### config.mk
export PLATFORM = sky130hd
export DESIGN_NAME = tc_err_acc
export DESIGN_NICKNAME = d
export VERILOG_FILES = /design/src/rtl/tc_acc_pkg.sv /design/src/rtl/tc_evt_gate.sv /design/src/rtl/tc_sat_counter.sv /design/src/rtl/tc_rd_port.sv /design/src/rtl/tc_err_acc.sv
export SDC_FILE = /design/constraint.sdc
export NUM_CORES = 1
export LEC_CHECK = 0
export BUFFER_PORTS_ARGS = -buffer_cell sky130_fd_sc_hd__buf_2
export CAP_MARGIN = 20
export CORE_MARGIN = 2
export CORE_UTILIZATION = 45
export DETAILED_ROUTE_END_ITERATION = 8
export MAX_ROUTING_LAYER = met4
export SYNTH_ARGS = -nofsm -noshare
export SYNTH_HDL_FRONTEND = slang
export SYNTH_SLANG_ARGS = --single-unit
### constraint.sdc
create_clock -name clk -period 2.4 [get_ports clk]
set_clock_uncertainty 0.2 [all_clocks]
set_input_delay 0.36 -clock clk [delete_from_list [all_inputs] [get_ports clk]]
set_output_delay 0.36 -clock clk [all_outputs]
set_load 0.01 [all_outputs]
### src/rtl/tc_acc_pkg.sv
package tc_acc_pkg;

   // Decoded kind of a register read
   typedef enum logic [1:0] {
      SEL_NONE  = 2'd0,
      SEL_UPPER = 2'd1,
      SEL_LOWER = 2'd2
   } rd_sel_e;

   localparam int unsigned DEF_CNT_W  = 16;
   localparam int unsigned DEF_DATA_W = 8;
   localparam int unsigned DEF_ADDR_W = 8;

endpackage

### src/rtl/tc_evt_gate.sv
module tc_evt_gate (
   input  logic clk,
   input  logic rst_n,
   input  logic err_cell,
   input  logic pat_lock,
   output logic evt_ok,
   output logic lock_q
);

   // Only pulses seen under pattern lock are worth counting
   assign evt_ok = err_cell & pat_lock;

   always_ff @(posedge clk or negedge rst_n) begin
      if (!rst_n) lock_q <= 1'b0;
      else        lock_q <= pat_lock;
   end

endmodule

### src/rtl/tc_sat_counter.sv
module tc_sat_counter #(
   parameter int unsigned CNT_W    = 16,
   parameter bit          SATURATE = 1'b1
) (
   input  logic             clk,
   input  logic             rst_n,
   input  logic             inc,
   input  logic             clr,
   output logic [CNT_W-1:0] cnt
);

   localparam logic [CNT_W-1:0] CNT_MAX = {CNT_W{1'b1}};
   localparam logic [CNT_W-1:0] CNT_ONE = CNT_W'(1);

   generate
      if (CNT_W < 2) begin : g_bad_width
         $error("tc_sat_counter: CNT_W must be at least 2");
      end
   endgenerate

   logic [CNT_W-1:0] bumped;

   generate
      if (SATURATE) begin : g_sat
         assign bumped = (cnt == CNT_MAX) ? CNT_MAX : cnt + CNT_ONE;
      end else begin : g_wrap
         assign bumped = cnt + CNT_ONE;
      end
   endgenerate

   logic [CNT_W-1:0] cnt_d;

   always_comb begin
      if (clr)      cnt_d = inc ? CNT_ONE : '0;
      else if (inc) cnt_d = bumped;
      else          cnt_d = cnt;
   end

   always_ff @(posedge clk or negedge rst_n) begin
      if (!rst_n) cnt <= '0;
      else        cnt <= cnt_d;
   end

endmodule

### src/rtl/tc_rd_port.sv
module tc_rd_port
   import tc_acc_pkg::*;
#(
   parameter int unsigned          CNT_W   = 16,
   parameter int unsigned          DATA_W  = 8,
   parameter int unsigned          ADDR_W  = 8,
   parameter logic [ADDR_W-1:0]    HI_ADDR = 'h0C,
   parameter logic [ADDR_W-1:0]    LO_ADDR = 'h0D
) (
   input  logic              clk,
   input  logic              rst_n,
   input  logic              rd_en,
   input  logic [ADDR_W-1:0] rd_addr,
   input  logic [CNT_W-1:0]  live_cnt,
   output logic              clr_live,
   output logic [DATA_W-1:0] rd_data,
   output logic [DATA_W-1:0] hold_lo
);

   generate
      if (CNT_W != 2 * DATA_W) begin : g_bad_split
         $error("tc_rd_port: CNT_W must be twice DATA_W");
      end
      if (HI_ADDR == LO_ADDR) begin : g_bad_addr
         $error("tc_rd_port: HI_ADDR and LO_ADDR must differ");
      end
   endgenerate

   rd_sel_e sel;

   always_comb begin
      sel = SEL_NONE;
      if (rd_en) begin
         if (rd_addr == HI_ADDR)      sel = SEL_UPPER;
         else if (rd_addr == LO_ADDR) sel = SEL_LOWER;
      end
   end

   assign clr_live = (sel == SEL_UPPER);

   // Snapshot of the low half, taken when the upper half is read
   always_ff @(posedge clk or negedge rst_n) begin
      if (!rst_n) begin
         hold_lo <= '0;
      end else begin
         case (sel)
            SEL_UPPER: hold_lo <= live_cnt[DATA_W-1:0];
            SEL_LOWER: hold_lo <= '0;
            default:   hold_lo <= hold_lo;
         endcase
      end
   end

   always_ff @(posedge clk or negedge rst_n) begin
      if (!rst_n) begin
         rd_data <= '0;
      end else if (rd_en) begin
         case (sel)
            SEL_UPPER: rd_data <= live_cnt[CNT_W-1:DATA_W];
            SEL_LOWER: rd_data <= hold_lo;
            default:   rd_data <= '0;
         endcase
      end
   end

endmodule

### src/rtl/tc_err_acc.sv
module tc_err_acc #(
   parameter int unsigned       CNT_W    = 16,
   parameter int unsigned       DATA_W   = 8,
   parameter int unsigned       ADDR_W   = 8,
   parameter logic [ADDR_W-1:0] HI_ADDR  = 'h0C,
   parameter logic [ADDR_W-1:0] LO_ADDR  = 'h0D,
   parameter bit                SATURATE = 1'b1
) (
   input  logic              clk,
   input  logic              rst_n,
   input  logic              err_cell,
   input  logic              pat_lock,
   input  logic              rd_en,
   input  logic [ADDR_W-1:0] rd_addr,
   output logic [DATA_W-1:0] rd_data,
   output logic              lock_valid
);

   logic              evt_ok;
   logic              clr_live;
   logic [CNT_W-1:0]  cnt_q;
   logic [DATA_W-1:0] hold_q;

   tc_evt_gate u_gate (
      .clk      (clk),
      .rst_n    (rst_n),
      .err_cell (err_cell),
      .pat_lock (pat_lock),
      .evt_ok   (evt_ok),
      .lock_q   (lock_valid)
   );

   tc_sat_counter #(
      .CNT_W    (CNT_W),
      .SATURATE (SATURATE)
   ) u_cnt (
      .clk   (clk),
      .rst_n (rst_n),
      .inc   (evt_ok),
      .clr   (clr_live),
      .cnt   (cnt_q)
   );

   tc_rd_port #(
      .CNT_W   (CNT_W),
      .DATA_W  (DATA_W),
      .ADDR_W  (ADDR_W),
      .HI_ADDR (HI_ADDR),
      .LO_ADDR (LO_ADDR)
   ) u_rd (
      .clk      (clk),
      .rst_n    (rst_n),
      .rd_en    (rd_en),
      .rd_addr  (rd_addr),
      .live_cnt (cnt_q),
      .clr_live (clr_live),
      .rd_data  (rd_data),
      .hold_lo  (hold_q)
   );

endmodule

Yosys cells after proc, flatten, opt, wreduce, memory -nomap -nowiden. Index checks and enable logic that the tools add are counted.

Add/sub/neg operators: 1. Eq/ne operators: 5. Multiplexer cells: 9. Bitwise logic cells: 1. Reduce and logical (&&, ||, !) cells: 2.

Operator list (count): $mux W16 (3); $pmux W8 S2 (2); $add A16 B1 Y16 const B (1); $eq A16 B16 Y1 const B (1); $eq A8 B4 Y1 const B (2); $mux W2 (3); $reduce_bool A2 Y1 (2); $eq A2 B1 Y1 const B (1); $eq A2 B2 Y1 const B (1); $and A1 B1 Y1 (1); $mux W1 (1).

Flip-flop bits (word level): 33. Input port bits: 13.

Depth between registers and ports, before layout.
Depth after elaboration: 6. Mapped depth: 6. Depth with buffers taken out: 5.

Cells and area by module. A second synthesis with hierarchy kept.

Cells, all modules: 158. Area, all modules: 1699.1 sq um.

By module, submodules not included: tc_sat_counter (times used 1, cells an instance 92, area an instance 884.6 sq um); tc_rd_port (times used 1, cells an instance 64, area an instance 783.3 sq um); tc_evt_gate (times used 1, cells an instance 2, area an instance 31.3 sq um).

Worst setup path before layout. No wires, ideal clock.

Kind: input -> register. From: input rd_en. To: register u_cnt.cnt[14]. Setup time: 144 ps. Arrival: 1557 ps. Data required time: 2056 ps. Setup slack: 499 ps. Stages: 6. Buffers on the path: 3. Path through: clkbuf_1 nor4b_1 nor4bb_1 buf_2 buf_2 a311oi_1.

Longest elaborated chain between the ends: 3. Elaborated cells on any way between the ends: 4. Those cells by class: eq/ne: 1; mux: 2; reduce/logical: 1.

RTL lines: start, declared (RTL line tc_err_acc.sv:13) `input logic rd_en,`; $mux W2 (*) (RTL line tc_rd_port.sv:33) `if (rd_en) begin`; $eq A2 B1 Y1 (*) (RTL line tc_rd_port.sv:39) `assign clr_live = (sel == SEL_UPPER);`; $mux W16 / $reduce_bool A2 Y1 (equally long branches); end signal, assigned (RTL line tc_sat_counter.sv:41) `else cnt <= cnt_d;`; end, declared (RTL line tc_sat_counter.sv:9) `output logic [CNT_W-1:0] cnt`.

Mark *: on every way between the ends. The rest lies on a longest branch, timed or not. A chain may end at the register's enable or synchronous reset.

Worst setup path in the final report.
From: register u_cnt.cnt[3]. To: register u_cnt.cnt[9].

Longest elaborated chain between the ends: 4. Elaborated cells on any way between the ends: 5. Those cells by class: add/sub: 1; eq/ne: 1; mux: 3.

RTL lines: $add A16 B1 Y16 / $eq A16 B16 Y1 (equally long branches) (RTL line tc_sat_counter.sv:25) `assign bumped = (cnt == CNT_MAX) ? CNT_MAX : cnt + CNT_ONE;`; $mux W16 (*) (RTL line tc_sat_counter.sv:25); $mux W16 (*) (RTL line tc_sat_counter.sv:35) `else if (inc) cnt_d = bumped;`; $mux W16 (*) (RTL line tc_sat_counter.sv:34) `if (clr) cnt_d = inc ? CNT_ONE : '0;`.

Mark *: on every way between the ends. The rest lies on a longest branch, timed or not. The select of a mux whose other input is x is not followed.

==> flow_summary_export.csv <==
group,metric,value,unit
run_status,status,"finished, final reports clean",
worst_setup_path,critPathArrivalTime,2240,ps
finish,drive_above_1_share,21.2,%
synth,synth_compound_area_share,16.0,%
timing,final-hold-violation-count,0,
die,rows,21,
timing,finalMaxSlewViolations,0,
finish,final_core_util,54.1,%
hold_path,hold_end,"u_rd.rd_data[0]$_DFFE_PN0P_",
synth,synth.area.top_cells,"dfrtp_1, mux2i_1, o22ai_1, a22o_1, a21oi_1",
clocking,cts_root_buf,"clkbuf_4",
timing,max_freq,0.459,GHz
detailed_routing,wl_per_cell,14.8,µm
detailed_routing,ant_nets,0,
finish,syn2layout_area_growth,14.1,%
worst_setup_path,critPathKind,"flop to flop",
worst_setup_path,crit_path_start_kind,"flop",
synth,netlist_instances,154,
synth,synth_xor_area_share,0.545,%
global_routing,grt-ovfl-total,0,
synth,synthAdderAreaFrac,0.778,%
die,start_util,47.4,%
die,fp.dieW,63.8,µm
clocking,cts.clk_slew.worst_paths,100,ps
synth,synth_simple_gate_area_share,19.8,%
synth,synth_common_cells,"dfrtp_1, o22ai_1, mux2i_1",
hold_path,hold_path.class,"primary input to flop",
synth,ys_seq_elements,33,
flow_run,drv_cap,0,
timing,relSlewSlack,52.3,%
die,die_h,63.8,µm
finish,diodes,0,
clocking,post_cts_resize_count,0,
worst_setup_path,end_kind,"flop",
worst_setup_path,crit_fanout,10,
clocking,cts_made_buffers,5,
timing,fin_setup_tns,0,ps
timing,post-route-period-util,90.7,%
clocking,post_cts_buffers,0,
global_routing,antenna_found_initial,0,
timing,rsz0062_at_grt,"false",
synth,synth_edf_count,0,
worst_setup_path,r2r-end,"u_cnt.cnt[9]$_DFFE_PN0P_",
place,port_buffers,21,
clocking,tritoncts,"done",
detailed_routing,wirelength,3330,µm
timing,worst_pin_slew,715,ps
synth,ys_seq_area_share,51.4,%
synth,synthMuxAreaShare,6.85,%
detailed_routing,dr.pass1.iters,4,
die,core-area,0.00339,mm²
pwr,power.leakage,0.000807,µW
worst_setup_path,rrSetupSlack,220,ps
synth,synth_top_area_share,51.4,%
finish,final_cell_area,0.00183,mm²
die,io_pins,22,
pwr,peakVddDrop,0.314,mV
synth,synth_area,0.00161,mm²
detailed_routing,routed_via_density,5.64,
place,globalplace.congestion,0.851,
timing,period_needed,2180,ps
die,die_area,0.00407,mm²
synth,synth_nets,168,
place,post_dp_cell_area,0.00176,mm²
clocking,holdBufCountCts,2,
clocking,clockBufferDepth,2,
synth,synth_most_common_cell,"dfrtp_1",
detailed_routing,drt_iter0_drc,73,
global_routing,grt_pass1_wl,5820,µm
clocking,cts.sinks,33,
synth,synthFlopType,"dfrtp_1",
pwr,power_per_cell_area,636,mW/mm²
synth,synth-async-reset-ratio,100,%
detailed_routing,route.detailed.drc,0,
finish,fin_nets,192,
synth,synth_largest_area_cell,"dfrtp_1",
hold_path,hold_depth,2,
synth,syn_area_per_cell,10.4,µm²
clocking,clock_latency,340,ps
synth,yosys_warnings,0,
place,place.detailed.hpwl,2250,µm
worst_setup_path,required,2460,ps
global_routing,grt_usage,19.2,%
timing,setup-violations-final,0,
synth,ys_types,32,
clocking,cts_htree_levels,2,
hold_path,hold_start,"rd_en",
global_routing,grt_max_degree,34,
global_routing,grt_pass1_vias,1200,
worst_setup_path,r2r-start,"u_cnt.cnt[3]$_DFFE_PN0P_",
worst_setup_path,worstRegToRegCells,4,
synth,synth_top_family_by_area,"simple AND/OR/NAND/NOR gates",
detailed_routing,vias,1268,
==> metrics by stage <==
step / total power [µW] / hold WS (ps) / instances / setup slack, ps
final: 1170 / 128 / 225 / 222
after global routing: 1250 / 99.3 / 225 / 153
after CTS: 1180 / 119 / 225 / 240
after detailed placement: 876 / 265 / 215 / 268
after global placement: 870 / 253 / 215 / 328
after floorplan: 815 / -136 / 154 / 499
==> cells in the final DEF (no fill, tap or decap), types with 2 or more instances in the layout <==
master / synthesis / final
o22ai_1: 12 / 12
nor2_1: 9 / 9
and4_1: 2 / 2
a21oi_1: 8 / 8
nor3_2: 3 / 3
buf_4: 1 / 2
nand4_1: 4 / 4
a31oi_1: 6 / 6
dfrtp_1: 33 / 33
clkinv_2: 0 / 2
a22o_1: 8 / 8
nand2_1: 7 / 7
clkbuf_4: 0 / 5
mux2i_1: 11 / 11
dlygate4sd3_1: 0 / 2
nor3_1: 7 / 7
nor4_1: 6 / 6
and4_4: 2 / 2
nand3_1: 5 / 5
inv_1: 10 / 10
buf_2: 3 / 21
==> worst max-delay path: stages (launching register included) <==
cell,delay [ps]
dfrtp_1,520
nand4_4,200
or4_1,760
and4_4,270
nor3_2,150
==> report_power, final <==
part	leakage [µW]	internal (µW)	switching, µW
registers	0.000442	613	96.2
clock network	0.0000320	111	188
logic	0.000333	72.2	86.7
total	0.000807	796	371
==> state kept, by name, summed over array words and instances, names as in the netlist <==
name / cells
u_cnt.cnt: 16
u_rd.hold_lo: 8
u_rd.rd_data: 8
u_gate.lock_q: 1
==> layer usage <==
layer | track usage [%] | share of wire (%) | up-vias
met1 | 25.7 | 49 | 588
met5 | - | 0 | -
met4 | 8.97 | 2.1 | 0
met2 | 27.0 | 45 | 35
met3 | 5.28 | 4.7 | 9
li1 | - | - | 636
==> worst max path at each step <==
stage	startpoint	to	slack, ps	depth (start not counted)
3_3_place_gp	u_cnt.cnt[3]$_DFFE_PN0P_	u_cnt.cnt[8]$_DFFE_PN0P_	330	4
2_1_floorplan	rd_en	u_cnt.cnt[14]$_DFFE_PN0P_	500	6
6_report	u_cnt.cnt[3]$_DFFE_PN0P_	u_cnt.cnt[9]$_DFFE_PN0P_	220	4
5_1_grt	u_cnt.cnt[3]$_DFFE_PN0P_	u_cnt.cnt[9]$_DFFE_PN0P_	150	4
3_5_place_dp	u_cnt.cnt[3]$_DFFE_PN0P_	u_cnt.cnt[9]$_DFFE_PN0P_	270	4
4_1_cts	u_cnt.cnt[3]$_DFFE_PN0P_	u_cnt.cnt[9]$_DFFE_PN0P_	240	4
==> cell families (layout without fill, tap and decap cells) <==
group | after synthesis | in the layout
simple gates | 51 | 51
compound gates | 39 | 39
flops | 33 | 33
buf+inv | 18 | 43
mux | 11 | 11
fa+ha+maj | 1 | 1
xor+xnor | 1 | 1
==> layout make-up <==
class | count | area (µm²)
clock buffer | 6 | 41.3
clock inverter | 2 | 10.0
fill | 301 | 1560
inverter | 10 | 37.5
multi-input combinational | 103 | 722
sequential | 33 | 826
tap | 46 | 57.6
timing repair buffer | 25 | 140
Power figures use the tool's default switching activity.
